## config.mk

```make
export PLATFORM = sky130hd
export DESIGN_NAME = uart_hw_flow_ctrl
export DESIGN_NICKNAME = d
export VERILOG_FILES = /design/src/rtl/hfc_pkg.sv /design/src/rtl/hfc_sync.sv /design/src/rtl/hfc_thr_decode.sv /design/src/rtl/hfc_rts_fsm.sv /design/src/rtl/hfc_tx_gate.sv /design/src/rtl/uart_hw_flow_ctrl.sv
export SDC_FILE = /design/constraint.sdc
export NUM_CORES = 1
export LEC_CHECK = 0
export BUFFER_PORTS_ARGS = -buffer_cell sky130_fd_sc_hd__buf_2
export CAP_MARGIN = 10
export CORE_UTILIZATION = 41
export CTS_BUF_LIST = sky130_fd_sc_hd__clkbuf_16
export DETAILED_ROUTE_END_ITERATION = 6
export PLACE_DENSITY = 0.75
export SLEW_MARGIN = 5
export SYNTH_ARGS = -nofsm -noshare
export SYNTH_HDL_FRONTEND = slang
export SYNTH_HIERARCHICAL = 1
export SYNTH_SLANG_ARGS = --single-unit
```

## constraint.sdc

```tcl
create_clock -name clk -period 1.5 [get_ports clk]
set_input_delay 0.15 -clock clk [delete_from_list [all_inputs] [get_ports clk]]
set_output_delay 0.15 -clock clk [all_outputs]
set_load 0.02 [all_outputs]
```

## src/rtl/hfc_pkg.sv

```systemverilog
package hfc_pkg;

    // Control field bit positions (decoded by the register block next door)
    localparam int AUTO_CTS_BIT = 7;
    localparam int AUTO_RTS_BIT = 6;

    // Threshold register field layout
    localparam int THR_FIELD_W = 4;

    typedef enum logic [1:0] {
        RTS_MANUAL = 2'd0,
        RTS_FLOW   = 2'd1,
        RTS_STOP   = 2'd2
    } rts_state_e;

    typedef enum logic [1:0] {
        TX_IDLE = 2'd0,
        TX_WAIT = 2'd1,
        TX_BUSY = 2'd2
    } tx_state_e;

endpackage

```

## src/rtl/hfc_sync.sv

```systemverilog
module hfc_sync #(
    parameter int   STAGES  = 2,
    parameter logic RST_VAL = 1'b1
) (
    input  logic clk,
    input  logic rst,
    input  logic d_in,
    output logic q_out
);

    logic [STAGES-1:0] chain;

    generate
        if (STAGES == 1) begin : g_single
            always_ff @(posedge clk) begin
                if (rst) chain <= RST_VAL;
                else     chain <= d_in;
            end
        end else begin : g_multi
            always_ff @(posedge clk) begin
                if (rst) chain <= {STAGES{RST_VAL}};
                else     chain <= {chain[STAGES-2:0], d_in};
            end
        end
    endgenerate

    assign q_out = chain[STAGES-1];

endmodule

```

## src/rtl/hfc_thr_decode.sv

```systemverilog
module hfc_thr_decode
    import hfc_pkg::*;
#(
    parameter int LVL_W     = 7,
    parameter int THR_SCALE = 4
) (
    input  logic [7:0]       thr_cfg,
    input  logic [LVL_W-1:0] level,
    output logic             at_halt,
    output logic             drained
);

    localparam int SCALED_W = THR_FIELD_W + $clog2(THR_SCALE) + 1;
    localparam int CMP_W    = (LVL_W > SCALED_W) ? LVL_W : SCALED_W;

    logic [CMP_W-1:0] halt_lvl;
    logic [CMP_W-1:0] resume_lvl;
    logic [CMP_W-1:0] lvl_ext;
    logic             resume_usable;

    always_comb begin
        halt_lvl      = CMP_W'(thr_cfg[THR_FIELD_W-1:0]) * CMP_W'(THR_SCALE);
        resume_lvl    = CMP_W'(thr_cfg[7:THR_FIELD_W])   * CMP_W'(THR_SCALE);
        lvl_ext       = CMP_W'(level);
        resume_usable = (resume_lvl < halt_lvl);
        at_halt       = (lvl_ext >= halt_lvl);
        // A restart level at or above the stop level collapses to the stop level
        if (resume_usable) drained = (lvl_ext <= resume_lvl);
        else               drained = (lvl_ext <  halt_lvl);
    end

endmodule

```

## src/rtl/hfc_rts_fsm.sv

```systemverilog
module hfc_rts_fsm
    import hfc_pkg::*;
(
    input  logic clk,
    input  logic rst,
    input  logic auto_en,
    input  logic man_rts,
    input  logic at_halt,
    input  logic drained,
    output logic rts_n
);

    rts_state_e state_q;
    rts_state_e state_nxt;
    logic       rts_n_q;

    always_comb begin
        state_nxt = state_q;
        unique case (state_q)
            RTS_MANUAL: begin
                if (auto_en) state_nxt = at_halt ? RTS_STOP : RTS_FLOW;
            end
            RTS_FLOW: begin
                if (!auto_en)     state_nxt = RTS_MANUAL;
                else if (at_halt) state_nxt = RTS_STOP;
            end
            RTS_STOP: begin
                if (!auto_en)     state_nxt = RTS_MANUAL;
                else if (drained) state_nxt = RTS_FLOW;
            end
            default: state_nxt = RTS_MANUAL;
        endcase
    end

    always_ff @(posedge clk) begin
        if (rst) state_q <= RTS_MANUAL;
        else     state_q <= state_nxt;
    end

    always_ff @(posedge clk) begin
        if (rst) begin
            rts_n_q <= 1'b1;
        end else begin
            unique case (state_nxt)
                RTS_FLOW:   rts_n_q <= 1'b0;
                RTS_STOP:   rts_n_q <= 1'b1;
                RTS_MANUAL: rts_n_q <= ~man_rts;
                default:    rts_n_q <= 1'b1;
            endcase
        end
    end

    assign rts_n = rts_n_q;

endmodule

```

## src/rtl/hfc_tx_gate.sv

```systemverilog
module hfc_tx_gate
    import hfc_pkg::*;
(
    input  logic clk,
    input  logic rst,
    input  logic auto_en,
    input  logic cts_ok,
    input  logic start_req,
    input  logic char_done,
    output logic tx_go
);

    tx_state_e state_q;
    tx_state_e state_nxt;
    logic      go_q;
    logic      may_start;

    assign may_start = !auto_en || cts_ok;

    always_comb begin
        state_nxt = state_q;
        unique case (state_q)
            TX_IDLE: begin
                if (start_req) state_nxt = may_start ? TX_BUSY : TX_WAIT;
            end
            TX_WAIT: begin
                if (!start_req)     state_nxt = TX_IDLE;
                else if (may_start) state_nxt = TX_BUSY;
            end
            TX_BUSY: begin
                if (char_done) state_nxt = TX_IDLE;
            end
            default: state_nxt = TX_IDLE;
        endcase
    end

    always_ff @(posedge clk) begin
        if (rst) state_q <= TX_IDLE;
        else     state_q <= state_nxt;
    end

    always_ff @(posedge clk) begin
        if (rst) go_q <= 1'b0;
        else     go_q <= (state_q != TX_BUSY) && (state_nxt == TX_BUSY);
    end

    assign tx_go = go_q;

endmodule

```

## src/rtl/uart_hw_flow_ctrl.sv

```systemverilog
module uart_hw_flow_ctrl
    import hfc_pkg::*;
#(
    parameter  int FIFO_DEPTH = 64,
    parameter  int THR_SCALE  = 4,
    parameter  int CTS_SYNC   = 2,
    localparam int LVL_W      = $clog2(FIFO_DEPTH + 1)
) (
    input  logic             clk,
    input  logic             rst,
    input  logic [7:6]       flow_cfg,
    input  logic             man_rts,
    input  logic [7:0]       thr_cfg,
    input  logic [LVL_W-1:0] rx_level,
    input  logic             cts_n,
    input  logic             tx_start_req,
    input  logic             tx_char_done,
    output logic             rts_n,
    output logic             tx_go
);

    logic cts_n_sync;
    logic at_halt;
    logic drained;

    hfc_sync #(
        .STAGES  (CTS_SYNC),
        .RST_VAL (1'b1)
    ) u_cts_sync (
        .clk   (clk),
        .rst   (rst),
        .d_in  (cts_n),
        .q_out (cts_n_sync)
    );

    hfc_thr_decode #(
        .LVL_W     (LVL_W),
        .THR_SCALE (THR_SCALE)
    ) u_thr (
        .thr_cfg (thr_cfg),
        .level   (rx_level),
        .at_halt (at_halt),
        .drained (drained)
    );

    hfc_rts_fsm u_rts (
        .clk     (clk),
        .rst     (rst),
        .auto_en (flow_cfg[AUTO_RTS_BIT]),
        .man_rts (man_rts),
        .at_halt (at_halt),
        .drained (drained),
        .rts_n   (rts_n)
    );

    hfc_tx_gate u_tx (
        .clk       (clk),
        .rst       (rst),
        .auto_en   (flow_cfg[AUTO_CTS_BIT]),
        .cts_ok    (!cts_n_sync),
        .start_req (tx_start_req),
        .char_done (tx_char_done),
        .tx_go     (tx_go)
    );

endmodule

```

After elaboration in Yosys (flattened, before gate mapping)
Cells that the tools add are included.
Widths: inputs -> output; s select.
Storage, ports and cells
  logic and storage cells: 39
  bits of input ports: 23
  register bits after elaboration: 8
  output and inout port bits: 2
Operators by class
  mux-type cells: 15
  equality and inequality tests: 7
  bitwise gates (word level): 1
  reduce and logical (&&, ||, !) cells: 7
  magnitude comparators: 4
Operators by type and width (count)
  $mux 2: 11
  $pmux 2 s3: 2
  $ge 7x6->1: 1
  $le 7x6->1: 1
  $lt 7x6->1: 1
  $eq 2x1->1 const B: 3
  $eq 2x2->1 const B: 3
  $logic_not 2->1: 3
  $lt 6x6->1: 1
  $logic_not 1->1: 2
  $ne 2x2->1 const B: 1
  $pmux 1 s2: 1
  $logic_and 1x1->1: 1
  $logic_or 1x1->1: 1
  $mux 1: 1
  $not 1->1: 1

Logic depth before layout (Yosys ltp)
  depth in word-level cells: 7
  depth in mapped cells: 9
  depth with buffers taken out: 9

Hierarchy
The synthesis kept the hierarchy.
Modules (own cells, without submodules)
  hfc_thr_decode: instances 1, cells each 39, area each 319.1 µm²
  hfc_rts_fsm: instances 1, cells each 13, area each 122.6 µm²
  hfc_tx_gate: instances 1, cells each 10, area each 116.4 µm²
  hfc_sync: instances 1, cells each 4, area each 52.6 µm²
  uart_hw_flow_ctrl: instances 1, cells each 1, area each 3.8 µm²

Least setup slack after synthesis
Ideal clock, no wire load.
  kind: input-to-reg
  start point: input thr_cfg[1]
  end point: register u_rts.rts_n_q (netlist: u_rts/rts_n)
  library setup time: 127 ps
  arrival time: 1390 ps
  setup slack: -17 ps
  path buffers: 0
  stages on the path: 8
  cell sequence: inv_1 > ha_1 > a2111oi_4 > o21bai_1 > o2bb2ai_2 > nor2_1 > mux2i_1 > o221ai_2
On the way
  word-level cells in the longest chain between the ends: 7
Ends and longest elaborated chain
  start, declared: RTL line uart_hw_flow_ctrl.sv:13  | input logic [7:0] thr_cfg,
  $lt 7x6->1 / $lt 6x6->1 (equally long branches): RTL line hfc_thr_decode.sv:29, hfc_thr_decode.sv:25
  $mux 1 (*): RTL line hfc_thr_decode.sv:28  | if (resume_usable) drained = (lvl_ext <= resume_lvl);
  via drained: RTL line uart_hw_flow_ctrl.sv:24  | logic drained;
  $mux 2 (*): RTL line hfc_rts_fsm.sv:29  | else if (drained) state_nxt = RTS_FLOW;
  $mux 2 (*): RTL line hfc_rts_fsm.sv:28  | if (!auto_en) state_nxt = RTS_MANUAL;
  $pmux 2 s3 (*): RTL line hfc_rts_fsm.sv:19  | unique case (state_q)
  $eq 2x1->1 / $logic_not 2->1 (equally long branches): RTL line hfc_rts_fsm.sv:44  | unique case (state_nxt)
  $pmux 1 s2 (*): RTL line hfc_rts_fsm.sv:44
  end signal, assigned: RTL line hfc_rts_fsm.sv:47  | RTS_MANUAL: rts_n_q <= ~man_rts;
  end, declared: RTL line hfc_rts_fsm.sv:15  | logic rts_n_q;
Mark *: on every way through the listed nets, which the timed path passes. The rest lies on a longest branch.
A chain may end at the register's enable or synchronous reset.

Worst setup path in the final report
  start point: input rx_level[3]
  end point: register u_rts.rts_n_q (netlist: u_rts/rts_n)
On the way
  word-level cells in the longest chain between the ends: 7
Ends and longest elaborated chain
  start, declared: RTL line uart_hw_flow_ctrl.sv:14  | input logic [LVL_W-1:0] rx_level,
  $lt 7x6->1 / $le 7x6->1 (equally long branches): RTL line hfc_thr_decode.sv:29, hfc_thr_decode.sv:28
  $mux 1 (*): RTL line hfc_thr_decode.sv:28
  via drained: RTL line uart_hw_flow_ctrl.sv:24
  $mux 2 (*): RTL line hfc_rts_fsm.sv:29
  $mux 2 (*): RTL line hfc_rts_fsm.sv:28
  $pmux 2 s3 (*): RTL line hfc_rts_fsm.sv:19
  $eq 2x1->1 / $logic_not 2->1 (equally long branches): RTL line hfc_rts_fsm.sv:44
  $pmux 1 s2 (*): RTL line hfc_rts_fsm.sv:44
Marked as above.

==> out/summary.txt <==
GP Congestion -> 0.810
share of post-route cells with drive strength above 1 -> 55.7%
Worst Setup EP -> u_rts/rts_n
initial drt markers -> 5
Diodes inserted -> 0
final hold vios -> 0
worst slew pin tran -> 297 ps
critical path data arrival time -> 1580 ps
Crit Path Category -> in -> reg
Ys Warns -> 6
CP startpoint -> rx_level[3]
Synth Register Bits -> 8
period utilisation layout -> 97.9%
worst path cell trace -> buf_2 > ha_4 > nor2b_1 > o211ai_1 > a21oi_2 > o2bb2ai_2 > nor2_1 > mux2i_1 > o221ai_2
core area -> 1350 sq um
Detail Route Antenna Nets -> 0
pwr dens -> 911 nW/um^2
Reg clk slew, reported paths -> 40 ps
Total GRT Usage -> 17.6%
pin count of the biggest net entering global routing -> 8
Clock power frac -> 49.4%
mux cell area share after synthesis -> 1.63%
Die ar. -> 1660 sq um
R2R Setup Slk -> 560 ps
Placed Instances -> 108
cts bufs inserted -> 3
area share of the largest cell type after synthesis -> 26.1%
placed wire-length estimate -> 1070 um
leak pwr -> 0.000445 uW
DR DRC count -> 0
max incr delay on CP -> 240 ps
Synthesized Nets -> 101
latest clock arrival within the worst-skew pair -> 230 ps
io pins -> 25
hold_buf cts -> 0
RSZ-0062 raised after global routing -> true
status -> finished clean
Peak VDD IR -> 0.616 mV
largest family of logic cells by synthesized area -> simple AND/OR/NAND/NOR gates
clock sinks -> 8
Vias/cell -> 5.10
Net Sw Power -> 216 uW
FF-to-FF path depth -> 2
combinational cell fraction of total power -> 24.8%
post-synthesis adder-cell area fraction -> 22.4%
post-layout min period -> 1470 ps
register area share after synthesis -> 26.1%
Post-Syn Area per Cell -> 9.17 sq um
WL/cell -> 13.6 um
Flop pwr share -> 25.7%
Pint -> 685 uW
largest cells by area after synthesis -> dfxtp_1 26%, ha_1 22%, inv_1 7.3%
CTS max path bufs -> 2
Setup-failing EPs final -> 0
sw frac -> 24.0%
Worst Setup End Kind -> flop
DIE WIDTH -> 40.7 um
Netlist cell types -> 25
worst-path fanout max -> 2
row cnt -> 13
Die Y -> 40.7 um
xor-xnor portion of the synthesized cell area -> 0%
min-delay worst type -> in -> reg
WP data required -> 1610 ps
Initial Util -> 45.5%
H-tree levels -> 1
RR Startpoint -> u_rts/state_q[1]
maximum clock frequency -> 681 MHz
Final #Nets -> 133
Compound-Gate Fraction of Synth Area -> 19.8%
max-cap viol count -> 0
final std cells w/o fill -> 112
CP Launch Type -> input port
largest area contributor in the synthesized netlist -> dfxtp_1
P&R area growth vs syn -> 61.1%
Root Buffer -> clkbuf_16
r2r endpoint -> u_rts/rts_n
via count -> 571
Syn Inst Count -> 67
Final Core Density -> 73.3%
simple-gate share of the synthesized area -> 22.8%
CTS tree -> done
Slew Limit Fails -> 0
vias in the first global route -> 516
cell area after synthesis -> 614 sq um
buffers added on ports -> 24
slowest CP cell -> ha_4
final wirelength -> 1520 um
first-pass GRT wire length -> 1910 um
slew margin rel. -> 79.9%
initial antenna violation count -> 0
drt first pass iters -> 4
clock skew -> 3.04 ps
global route overflow -> 0
-- power groups by stage --
stage / registers (uW) / logic [uW] / clock network [uW]
floorplan: 239 / 105 / 0
global placement: 235 / 167 / 0
detailed placement: 235 / 173 / 0
CTS: 232 / 175 / 452
global route: 233 / 247 / 463
finish: 232 / 224 / 446
-- cell usage after synthesis --
master / instances
nand4_1: 1
nor3b_1: 1
nor2_1: 4
o211ai_1: 1
o21ai_0: 1
ha_1: 11
and4bb_2: 1
mux2i_1: 1
nor2b_1: 1
nand2b_4: 2
a21oi_1: 5
a2111oi_4: 1
nor3_1: 3
and3_1: 1
o21bai_1: 1
nand4b_1: 1
dfxtp_1: 8
o221ai_2: 1
o22ai_1: 2
or2_1: 3
nand2_1: 2
nor4b_1: 1
o2bb2ai_2: 1
inv_1: 12
a31oi_1: 1
-- worst max-delay path, delay by kind of cell --
| family | cells | cell delay (ps) |
|---|---|---|
| adder cells (fa/ha/maj) | 1 | 240 |
| AO/OA/AOI/OAI | 4 | 620 |
| multiplexers | 1 | 230 |
| buffers and inverters | 1 | 130 |
| AND/OR/NAND/NOR | 2 | 190 |
-- placed cells by master, fill, tap and decap left out, drive strengths merged, types with 2 or more instances in the layout --
master | synthesis | layout
buf | 0 | 27
nand2 | 2 | 2
inv | 12 | 12
ha | 11 | 11
or2 | 3 | 3
a21oi | 5 | 5
o22ai | 2 | 2
nand2b | 2 | 2
nor3 | 3 | 3
nor2 | 4 | 4
dfxtp | 8 | 8
clkbuf | 0 | 3
-- layout make-up --
| type | count | area [sq um] |
|---|---|---|
| fill | 101 | 360 |
| inverter | 12 | 52.6 |
| multi-input combinational | 47 | 524 |
| sequential | 8 | 160 |
| tap | 15 | 18.8 |
| clock buffer | 3 | 75.1 |
| timing repair buffer | 27 | 159 |
-- state kept, by name, indices dropped and copies added, names as in the netlist --
register / cells
u_cts_sync/chain: 2
u_rts/rts_n: 1
u_rts/state_q: 2
u_tx/state_q: 2
u_tx/tx_go: 1
-- per-layer routing --
layer	vias up	track usage [%]	part of all wire [%]	wire (um)
li1	301	-	-	-
met1	252	19.1	43	660
met2	16	33.7	51	780
met3	2	6.52	4.9	74
met4	0	0	0.46	7
met5	-	0	0	0
-- cells by family after synthesis --
family / count (synthesis)
AO/OA/AOI/OAI: 14
adder cells (fa/ha/maj): 11
buffers and inverters: 12
flip-flops: 8
multiplexers: 1
AND/OR/NAND/NOR: 21
-- worst min path at each step --
stage               startpoint                  end  slack (ps)  cells after the start
finish                   cts_n  u_cts_sync/chain[0]         100                      2
global route             cts_n  u_cts_sync/chain[0]         100                      2
CTS                      cts_n  u_cts_sync/chain[0]         100                      2
detailed placement       cts_n  u_cts_sync/chain[0]         330                      2
global placement         cts_n  u_cts_sync/chain[0]         330                      2
floorplan                  rst      u_tx/state_q[1]         220                      1
-- stage by stage --
step | total power, uW | area, sq um | setup WS [ps] | setup TNS, ps | hold WS (ps)
final | 902 | 990 | 31.5 | 0 | 98.4
after CTS | 858 | 852 | 23.4 | 0 | 96.4
after global routing | 943 | 990 | -62.8 | -69.6 | 104
after global placement | 403 | 777 | -142 | -286 | 328
after detailed placement | 408 | 777 | -221 | -500 | 333
after floorplan | 344 | 623 | 2.81 | 0 | 222
-- what timing repair did --
action	CTS	global route
endpoints found under the setup margin	0	2
buffers inserted	0	1
resized for setup	0	24
No activity file was read; power rests on OpenSTA's default activity.
